==> src/rtl/dwk_pkg.sv <==
package dwk_pkg;
   typedef enum logic [1:0] {
      SY_DONE_LINK   = 2'd0,
      SY_DONE_NOLINK = 2'd1,
      SY_HOLD        = 2'd2,
      SY_READY       = 2'd3
   } sync_e;

   typedef enum logic [2:0] {
      ST_IDLE, ST_RREQ, ST_RRSP, ST_OFFER, ST_XFER, ST_WBACK, ST_PARK, ST_FAULT
   } walk_st_e;

   localparam int DESC_WORDS    = 4;
   localparam int DESC_BYTES_LG = 4;
   localparam int SYNC_LSB      = 0;
   localparam int EOF_BIT       = 4;
   localparam int NEXT_LSB      = 16;
endpackage

==> src/rtl/dwk_addr.sv <==
module dwk_addr import dwk_pkg::*; #(
   parameter int ADDR_W      = 32,
   parameter int IDX_W       = 16,
   parameter int WSEL_W      = 2,
   parameter bit FORCE_ALIGN = 1'b1
) (
   input  logic [ADDR_W-1:0] base,
   input  logic [IDX_W-1:0]  idx,
   input  logic [WSEL_W-1:0] wsel,
   output logic [ADDR_W-1:0] addr
);
   localparam logic [ADDR_W-1:0] LOW_MASK = ADDR_W'((1 << DESC_BYTES_LG) - 1);

   logic [ADDR_W-1:0] base_eff;

   generate
      if (FORCE_ALIGN) begin : g_mask
         assign base_eff = base & ~LOW_MASK;
      end else begin : g_raw
         assign base_eff = base;
      end
   endgenerate

   assign addr = base_eff + (ADDR_W'(idx) << DESC_BYTES_LG) + (ADDR_W'(wsel) << 2);
endmodule

==> src/rtl/dwk_capture.sv <==
module dwk_capture #(
   parameter int DATA_W = 32,
   parameter int NWORDS = 4,
   parameter int SEL_W  = $clog2(NWORDS)
) (
   input  logic                     clk,
   input  logic                     rst_n,
   input  logic                     load,
   input  logic [SEL_W-1:0]         sel,
   input  logic [DATA_W-1:0]        din,
   output logic [NWORDS*DATA_W-1:0] words
);
   generate
      for (genvar i = 0; i < NWORDS; i++) begin : g_word
         logic [DATA_W-1:0] q;
         always_ff @(posedge clk or negedge rst_n) begin
            if (!rst_n)
               q <= '0;
            else if (load && (sel == SEL_W'(i)))
               q <= din;
         end
         assign words[i*DATA_W +: DATA_W] = q;
      end
   endgenerate
endmodule

==> src/rtl/dwk_walker.sv <==
module dwk_walker import dwk_pkg::*; #(
   parameter int ADDR_W      = 32,
   parameter int IDX_W       = 16,
   parameter int DATA_W      = 32,
   parameter bit FORCE_ALIGN = 1'b1
) (
   input  logic                clk,
   input  logic                rst_n,
   input  logic                start,
   input  logic [IDX_W-1:0]    start_idx,
   input  logic                resume,
   input  logic [ADDR_W-1:0]   area_base,
   output logic                rd_req_valid,
   input  logic                rd_req_ready,
   output logic [ADDR_W-1:0]   rd_addr,
   input  logic                rd_rsp_valid,
   output logic                rd_rsp_ready,
   input  logic [DATA_W-1:0]   rd_rsp_data,
   output logic                buf_valid,
   input  logic                buf_ready,
   output logic [2*DATA_W-1:0] buf_addr,
   output logic [DATA_W-1:0]   buf_len,
   output logic                buf_eof,
   input  logic                buf_done,
   output logic                wr_valid,
   input  logic                wr_ready,
   output logic [ADDR_W-1:0]   wr_addr,
   output logic [DATA_W-1:0]   wr_data,
   output logic                stalled,
   output logic                chain_err
);
   localparam int WSEL_W = $clog2(DESC_WORDS);
   localparam logic [WSEL_W-1:0] LAST_WORD = WSEL_W'(DESC_WORDS - 1);

   generate
      if (DATA_W < NEXT_LSB + IDX_W) begin : g_bad_idx
         $error("dwk_walker: successor index does not fit in word 0");
      end
      if (ADDR_W < IDX_W + DESC_BYTES_LG) begin : g_bad_addr
         $error("dwk_walker: address too narrow for descriptor table");
      end
   endgenerate

   walk_st_e                   st;
   logic [IDX_W-1:0]           cur_idx;
   logic [WSEL_W-1:0]          wcnt;
   logic                       peek;
   logic                       link_ok;
   logic [DESC_WORDS*DATA_W-1:0] dwords;
   logic [DATA_W-1:0]          w0, w1, w2, w3;
   logic [IDX_W-1:0]           nxt_idx;
   logic [IDX_W-1:0]           rd_idx;
   logic [WSEL_W-1:0]          rd_wsel;
   logic                       cap_load;
   logic                       can_start;

   assign w0      = dwords[0*DATA_W +: DATA_W];
   assign w1      = dwords[1*DATA_W +: DATA_W];
   assign w2      = dwords[2*DATA_W +: DATA_W];
   assign w3      = dwords[3*DATA_W +: DATA_W];
   assign nxt_idx = w0[NEXT_LSB +: IDX_W];

   assign rd_idx   = peek ? nxt_idx : cur_idx;
   assign rd_wsel  = peek ? '0 : wcnt;
   assign cap_load = (st == ST_RRSP) && rd_rsp_valid && !peek;
   assign can_start = (st == ST_IDLE) || (st == ST_PARK) || (st == ST_FAULT);

   dwk_addr #(
      .ADDR_W(ADDR_W), .IDX_W(IDX_W), .WSEL_W(WSEL_W), .FORCE_ALIGN(FORCE_ALIGN)
   ) u_rd_addr (
      .base(area_base), .idx(rd_idx), .wsel(rd_wsel), .addr(rd_addr)
   );

   dwk_addr #(
      .ADDR_W(ADDR_W), .IDX_W(IDX_W), .WSEL_W(WSEL_W), .FORCE_ALIGN(FORCE_ALIGN)
   ) u_wr_addr (
      .base(area_base), .idx(cur_idx), .wsel('0), .addr(wr_addr)
   );

   dwk_capture #(
      .DATA_W(DATA_W), .NWORDS(DESC_WORDS), .SEL_W(WSEL_W)
   ) u_capture (
      .clk(clk), .rst_n(rst_n), .load(cap_load), .sel(wcnt),
      .din(rd_rsp_data), .words(dwords)
   );

   always_ff @(posedge clk or negedge rst_n) begin
      if (!rst_n) begin
         st      <= ST_IDLE;
         cur_idx <= '0;
         wcnt    <= '0;
         peek    <= 1'b0;
         link_ok <= 1'b0;
      end else begin
         if (can_start && start) begin
            cur_idx <= start_idx;
            wcnt    <= '0;
            peek    <= 1'b0;
            st      <= ST_RREQ;
         end else begin
            unique case (st)
               ST_PARK: begin
                  if (resume) begin
                     wcnt <= '0;
                     peek <= 1'b0;
                     st   <= ST_RREQ;
                  end
               end
               ST_RREQ: begin
                  if (rd_req_ready) st <= ST_RRSP;
               end
               ST_RRSP: begin
                  if (rd_rsp_valid) begin
                     if (peek) begin
                        link_ok <= (rd_rsp_data[SYNC_LSB +: 2] == SY_READY);
                        st      <= ST_WBACK;
                     end else if (wcnt == LAST_WORD) begin
                        case (w0[SYNC_LSB +: 2])
                           SY_READY: st <= ST_OFFER;
                           SY_HOLD:  st <= ST_PARK;
                           default:  st <= ST_FAULT;
                        endcase
                     end else begin
                        wcnt <= wcnt + 1'b1;
                        st   <= ST_RREQ;
                     end
                  end
               end
               ST_OFFER: begin
                  if (buf_ready) st <= ST_XFER;
               end
               ST_XFER: begin
                  if (buf_done) begin
                     peek <= 1'b1;
                     st   <= ST_RREQ;
                  end
               end
               ST_WBACK: begin
                  if (wr_ready) begin
                     cur_idx <= nxt_idx;
                     peek    <= 1'b0;
                     wcnt    <= '0;
                     st      <= link_ok ? ST_RREQ : ST_PARK;
                  end
               end
               default: ;
            endcase
         end
      end
   end

   assign rd_req_valid = (st == ST_RREQ);
   assign rd_rsp_ready = (st == ST_RRSP);
   assign buf_valid    = (st == ST_OFFER);
   assign buf_addr     = {w3, w2};
   assign buf_len      = w1;
   assign buf_eof      = w0[EOF_BIT];
   assign wr_valid     = (st == ST_WBACK);
   assign wr_data      = {w0[DATA_W-1:2], link_ok ? 2'(SY_DONE_LINK) : 2'(SY_DONE_NOLINK)};
   assign stalled      = (st == ST_PARK);
   assign chain_err    = (st == ST_FAULT);
endmodule

==> config.mk <==
export PLATFORM = sky130hd
export DESIGN_NAME = dwk_walker
export DESIGN_NICKNAME = d
export VERILOG_FILES = /design/src/rtl/dwk_pkg.sv /design/src/rtl/dwk_addr.sv /design/src/rtl/dwk_capture.sv /design/src/rtl/dwk_walker.sv
export SDC_FILE = /design/constraint.sdc
export NUM_CORES = 1
export LEC_CHECK = 0
export BUFFER_PORTS_ARGS = -buffer_cell sky130_fd_sc_hd__buf_2
export CAP_MARGIN = 20
export CORE_MARGIN = 5
export CORE_UTILIZATION = 47
export CTS_BUF_LIST = sky130_fd_sc_hd__clkbuf_8
export CTS_CLUSTER_SIZE = 14
export DETAILED_ROUTE_END_ITERATION = 8
export PLACE_DENSITY = 0.84
export SYNTH_ARGS = -nofsm -noshare
export SYNTH_HDL_FRONTEND = slang
export SYNTH_HIERARCHICAL = 1
export SYNTH_SLANG_ARGS = --single-unit
==> constraint.sdc <==
create_clock -name clk -period 3.25 [get_ports clk]
set_input_delay 0.65 -clock clk [delete_from_list [all_inputs] [get_ports clk]]
set_output_delay 0.65 -clock clk [all_outputs]
set_load 0.01 [all_outputs]
==> results.py, run 1 <==
metrics = {
    "synthesis": {
        "ys_types": 58,
        "ys_warn_count": 6,
        "yosysTopAreaCell": "dfrtp_1",
        "ys_ff_latch": 151,
        "synth_area_sq_um": 8490,
        "synth_ff_type": "dfrtp_1",
        "synthCells": 735,
        "syn_area_per_cell_sq_um": 11.6,
        "yosysSeqAreaShare_pct": 44.5,
        "async_flop_share_pct": 100,
        "synth_area_leaders": "dfrtp_1 45%, mux2_2 19%, ha_1 4.9%",
        "synth_edf_count": 0,
        "synth_top_area_share_pct": 44.5,
    },
    "clock_tree": {
        "cts_buffers": 17,
        "ctsHoldBuffers": 0,
        "ctsLongestPathBuffers": 2,
        "insertion_delay_ns": 0.44,
        "tritoncts": "built",
        "root_buffer": "clkbuf_8",
        "htreeDepth": 4,
        "clock-sinks": 151,
        "path_clk_slew_ns": 0.10,
    },
    "placed_design": {
        "place_ws_ns": -0.132,
        "place_congestion": 0.901,
        "hpwl_microns": 17900,
        "place_area_sq_um": 10200,
        "portBuffers": 276,
    },
    "pwr": {
        "pwr-share-comb_pct": 59.4,
        "power_frac_clock_pct": 13.3,
        "power_w": 0.0111,
        "ir_worst_vdd_uv": 819,
        "swShare_pct": 42.5,
        "p_sw_w": 0.00470,
        "cellLeakagePower_nw": 5.84,
        "p_seq_share_pct": 27.4,
        "p_int_w": 0.00637,
        "power.density_nw_per_um2": 984,
    },
    "routing": {
        "drt-initial-drc-count": 498,
        "route.detailed.drc": 0,
        "antenna_left": 0,
        "routed_wl_microns": 24500,
        "via_count": 7077,
        "firstDrtPassIters": 5,
        "via_per_inst": 5.52,
        "routedWlPerCell_microns": 19.1,
    },
    "critical_path": {
        "cpLargestDelayFamily": "simple AND/OR/NAND/NOR gates",
        "path_cells": "buf_6 -> mux2_4 -> ha_4 -> a21o_1 -> or3_4 -> o2111ai_4 -> and2b_2 -> o21ai_2 -> xor2_1 -> buf_2",
        "worstSetupPathType": "reg -> out",
        "cp.required_ns": 2.60,
        "path_max_fanout": 4,
        "start_kind": "register",
        "slowest_delay_ns": 0.45,
        "cp-end-kind": "output pin",
        "arrival_ns": 3.00,
        "slowest_stage": "dfrtp_2",
        "crit_buf_inv": 2,
        "r2r_setup_slack_ns": 0.94,
    },
    "final_layout": {
        "final_util_pct": 62.8,
        "nets": 1164,
        "stdcell_area_sq_um": 11200,
        "drive_above_1_share_pct": 55.5,
        "n_fill_cell": 1424,
        "syn_to_final_growth_pct": 32.4,
    },
    "timing": {
        "skew_ns": 0.0139,
        "fmax_ghz": 0.274,
        "fin_ws_ns": -0.399,
        "slew_violations": 0,
        "worst_pin_slew_ns": 0.960,
        "maxSlewHeadroom_pct": 36.0,
        "hold_viol_final": 0,
        "fin_crit_sh_pct": 112,
        "hold-worst-slack_ns": 0.148,
        "finalCriticalPeriod_ns": 3.65,
        "setup_viol": 26,
        "rsz0062_at_grt": "yes",
    },
    "die": {
        "die_w_microns": 144,
        "std_cell_rows": 49,
        "fp.coreArea_sq_um": 17900,
        "start_util_pct": 47.4,
        "dieArea_sq_um": 20800,
        "fp.dieH_microns": 144,
        "pin_count": 288,
    },
    "outcome": {
        "outcome": "finished, violations left",
        "violations": "negative setup slack",
    },
    "job": {
        "cap_violations": 0,
    },
    "global_route": {
        "antenna_found_initial": 0,
        "grt_pass1_wl_microns": 37600,
        "grt_max_degree": 66,
        "grt.total_usage_pct": 22.8,
        "grt_pass1_vias": 7102,
        "grt_overflow_total": 0,
    },
    "min_path": {
        "hold_class": "in -> async",
    },
}
-- synthesized netlist by cell type, types with 3 or more instances --
master / n
buf_4: 14
o21ai_0: 31
dfrtp_1: 151
and2_1: 3
a21boi_1: 8
nor3_1: 4
clkbuf_1: 6
and3_2: 4
and3_1: 10
nor2b_1: 5
o31ai_1: 5
a211oi_1: 4
nand2b_1: 6
nand2_1: 51
mux2_2: 144
o211ai_1: 4
o21a_1: 5
a21o_1: 10
nand3b_1: 3
ha_1: 33
a21oi_1: 38
nand3_1: 15
o21ai_1: 12
buf_2: 15
mux2i_1: 20
o21bai_1: 6
nor3b_1: 4
buf_6: 3
conb_1: 3
nand4_1: 9
nor2_1: 16
inv_1: 4
xor2_1: 22
xnor2_1: 30
-- kinds of logic after synthesis --
kind of cell	after synthesis	share of synthesized area, %
and+or+nand+nor	146	9.09
xor gates and xnor gates	52	5.36
adders and majority gates	35	5.34
DFF	151	44.5
AOI/OAI and AO/OA	136	10.1
other	3	0.133
muxes	167	22.0
buffers and inverters	45	3.43
-- cells in the final DEF, fill, tap and decap left out, types with 5 or more instances in the layout --
cell / count
conb_1: 7
nor2_1: 12
xnor2_1: 28
a21o_1: 10
nand2_1: 49
xor2_1: 20
a21oi_2: 7
buf_2: 275
inv_6: 5
a21oi_1: 29
ha_4: 18
buf_4: 42
inv_1: 5
mux2_2: 138
clkbuf_8: 18
o21a_1: 5
inv_8: 5
nand4_1: 9
nor2b_1: 5
o21ai_2: 7
ha_1: 12
mux2_4: 6
nand2b_1: 6
nand3_1: 13
o21ai_0: 20
mux2i_1: 20
and3_1: 10
dfrtp_1: 150
o21ai_1: 16
-- stage by stage --
| stage | TNS [ns] | cells |
|---|---|---|
| finish | -6.84 | 1283 |
| global route | -10.95 | 1282 |
| CTS | -7.67 | 1274 |
| detailed placement | -0.481 | 1240 |
| global placement | -0.221 | 1240 |
| floorplan | 0 | 739 |
-- power groups by stage --
stage               Sequential, W  Combinational [W]  Clock, W
floorplan                 0.00317            0.00334         0
global placement          0.00300            0.00552         0
detailed placement        0.00305            0.00564         0
CTS                       0.00302            0.00620   0.00151
global route              0.00312            0.00708   0.00159
finish                    0.00303            0.00657   0.00147
-- flip-flops by register name, summed over array words and instances (netlist names) --
signal / flops
link_ok: 1
wcnt: 2
peek: 1
st: 3
u_capture/g_word.q: 128
cur_idx: 16
-- worst reg2reg max path, stage by stage, from the launching register on --
cell,delay (ns)
dfrtp_1,0.39
nand2b_1,0.23
nor2_1,0.23
nand2_1,0.08
nor2_1,0.21
nor3b_4,0.24
buf_4,0.41
mux2_2,0.41
-- final timing paths --
check                                          startpoint                   endpoint  cells past startpoint
worst max register to register                      st[2]  u_capture/g_word[0].q[29]                      7
worst min-delay path                                rst_n   u_capture/g_word[2].q[7]                      1
min in group clk                           rd_rsp_data[4]   u_capture/g_word[0].q[4]                      2
worst max-delay path                                 peek                rd_addr[17]                     10
worst min register to register  u_capture/g_word[1].q[22]  u_capture/g_word[1].q[22]                      1
max in group asynchronous                           rst_n                cur_idx[10]                      2
-- timing repair --
item                                    4_1_cts  5_1_grt
pin swaps                                    40       33
setup buffers                                 2        8
endpoints found under the setup margin       44       41
gates resized for setup                      62       36
-- routing by layer --
| layer | GRT usage (%) | share of wire (%) | routed length [microns] | vias up |
|---|---|---|---|---|
| met1 | 28.0 | 39 | 9470 | 3489 |
| li1 | - | - | - | 3260 |
| met2 | 39.0 | 52 | 12600 | 277 |
| met5 | 0 | 0 | 0 | - |
| met3 | 5.75 | 7.0 | 1710 | 51 |
| met4 | 8.25 | 2.7 | 668 | 0 |
-- final cells by class --
| cell class | instances | area [sq um] | share of cell area, % |
|---|---|---|---|
| multi-input combinational | 543 | 4970 | 44.2 |
| sequential | 151 | 3780 | 33.6 |
| timing repair buffer | 323 | 1780 | 15.8 |
| tap | 229 | 287 | 2.55 |
| clock buffer | 18 | 248 | 2.20 |
| clock inverter | 14 | 159 | 1.41 |
| inverter | 4 | 15.0 | 0.134 |
| antenna | 1 | 2.50 | 0.0223 |
Power figures use the tool's default switching activity.
==> inputs of run 2 (changes only) <==
CORE_UTILIZATION = 57   (was 47)
MAX_ROUTING_LAYER = met4   (was not set)
PLACE_DENSITY = 0.95   (was 0.84)
clock period = 4.6 ns   (was 3.25 ns; I/O delays follow)
==> run 2 against run 1 <==
Net effect: critical path type unchanged; count of clock-buffer cells in the layout down 1; combinational power down 46%; clock power down 27%; routed wire length down 1.6%; the flow now finishes without violations; register-to-register slack better by 0.40 ns; via count down 2.8%; sequential power down 28%; worst setup slack better by 0.66 ns.
==> results.py, run 2 (synthesis gave the netlist of run 1 again) <==
metrics = {
    "critical_path": {
        "slowest_stage": "dfrtp_1",
        "start_kind": "register",
        "cp.required_ns": 3.68,
        "cp-end-kind": "output pin",
        "r2r-start": "st[2]",
        "worstSetupPathType": "reg -> out",
        "cpLargestDelayFamily": "compound AO/OA/AOI/OAI gates",
        "path_cells": "buf_4 -> mux2_2 -> ha_1 -> a21o_1 -> or3_4 -> o2111ai_2 -> o221ai_2 -> nand4_1 -> xnor2_1 -> buf_2",
        "arrival_ns": 3.42,
        "crit_buf_inv": 2,
        "crit_start": "peek",
        "path_max_fanout": 10,
        "slowest_delay_ns": 0.57,
    },
    "die": {
        "fp.coreArea_sq_um": 14600,
        "pin_count": 288,
        "std_cell_rows": 44,
        "fp.dieH_microns": 132,
        "die_w_microns": 132,
        "dieArea_sq_um": 17400,
        "start_util_pct": 58.2,
    },
    "routing": {
        "routedWlPerCell_microns": 20.1,
        "route.detailed.drc": 0,
        "via_count": 6878,
        "via_per_inst": 5.74,
        "drt-initial-drc-count": 427,
        "routed_wl_microns": 24100,
        "antenna_left": 0,
        "firstDrtPassIters": 5,
    },
    "timing": {
        "fmax_ghz": 0.231,
        "rsz0062_at_grt": "no",
        "slew_violations": 0,
        "fin_crit_sh_pct": 94.2,
        "setup_viol": 0,
        "setup_tns_ns": 0,
        "worst_pin_slew_ns": 0.996,
        "finalCriticalPeriod_ns": 4.34,
        "maxSlewHeadroom_pct": 33.4,
        "skew_ns": 0.0124,
        "fin_ws_ns": 0.265,
        "hold_viol_final": 0,
    },
    "global_route": {
        "grt_max_degree": 90,
        "antenna_found_initial": 1,
        "grt_pass1_wl_microns": 38400,
        "grt_overflow_total": 0,
        "grt_pass1_vias": 7218,
        "grt.total_usage_pct": 28.1,
    },
    "pwr": {
        "ir_worst_vdd_uv": 383,
        "cellLeakagePower_nw": 5.59,
        "power.density_nw_per_um2": 659,
    },
    "clock_tree": {
        "post-cts-setup-buffers": 0,
        "tritoncts": "built",
        "root_buffer": "clkbuf_8",
        "cts_buffers": 17,
        "post_cts_resized": 0,
        "path_clk_slew_ns": 0.10,
        "ctsHoldBuffers": 0,
        "ctsLongestPathBuffers": 2,
        "htreeDepth": 4,
        "clock-sinks": 151,
        "insertion_delay_ns": 0.45,
    },
    "final_layout": {
        "layout_common_cells": "275 x buf_2, 151 x dfrtp_1, 144 x mux2_2",
        "nets": 1125,
        "top_regs": "u_capture/g_word.q: 128 flops, cur_idx: 16 flops, st: 3 flops",
        "largest_reg_flops": 128,
        "regMostFlops": "u_capture/g_word.q",
        "syn_to_final_growth_pct": 22.3,
        "drive_above_1_share_pct": 47.7,
        "final_common_cell": "buf_2",
    },
    "placed_design": {
        "place_ws_ns": 0.697,
        "hpwl_microns": 18400,
        "portBuffers": 276,
        "place_congestion": 0.916,
    },
    "min_path": {
        "hold_class": "in -> async",
    },
    "outcome": {
        "outcome": "complete, no violations",
    },
    "job": {
        "cap_violations": 0,
    },
}
run 2: through the flow:
stage | cells | cell area (sq um) | power [W] | utilization [%] | hold WS [ns]
after floorplan | 739 | 8500 | 0.00460 | - | 0.471
after global placement | 1165 | 9950 | 0.00560 | 68.2 | 0.464
after detailed placement | 1165 | 9950 | 0.00576 | 68.2 | 0.487
after CTS | 1197 | 10400 | 0.00685 | 71.1 | 0.508
after global routing | 1199 | 10400 | 0.00728 | 71.2 | 0.516
final | 1199 | 10400 | 0.00684 | 71.2 | 0.506
run 2: layout make-up:
cell class / instances / area [sq um]
clock inverters: 15 / 185
flip-flops and latches: 151 / 3780
multi-input cells: 543 / 4460
fillers: 1008 / 4210
clock buffers: 17 / 234
well taps: 184 / 230
repair buffers: 284 / 1480
diodes: 1 / 2.50
inverters: 4 / 15.0
run 2: path summary, 6_finish.rpt:
check | slack (ns) | cells past startpoint | end
min in group clk | 0.51 | 1 | u_capture/g_word[1].q[28]
hold reg to reg | 0.51 | 1 | u_capture/g_word[1].q[28]
setup / recovery | 0.26 | 10 | rd_addr[25]
setup reg to reg | 1.34 | 7 | u_capture/g_word[2].q[6]
max in group asynchronous | 3.11 | 2 | u_capture/g_word[2].q[28]
hold / removal | 0.51 | 1 | u_capture/g_word[2].q[10]
run 2: report_power, final:
group,leakage (nW),internal (W),switching (W)
Sequential,1.99,0.00179,0.000407
Combinational,3.39,0.00164,0.00194
Clock,0.201,0.000505,0.000560
Total,5.59,0.00394,0.00291
run 2: routing by layer:
layer	GRT usage (%)	vias up	share of wire, %
met1	32.2	3358	39
met5	-	-	0
met3	6.76	48	6.9
met2	47.9	283	52
li1	-	3189	-
met4	10.6	0	2.9
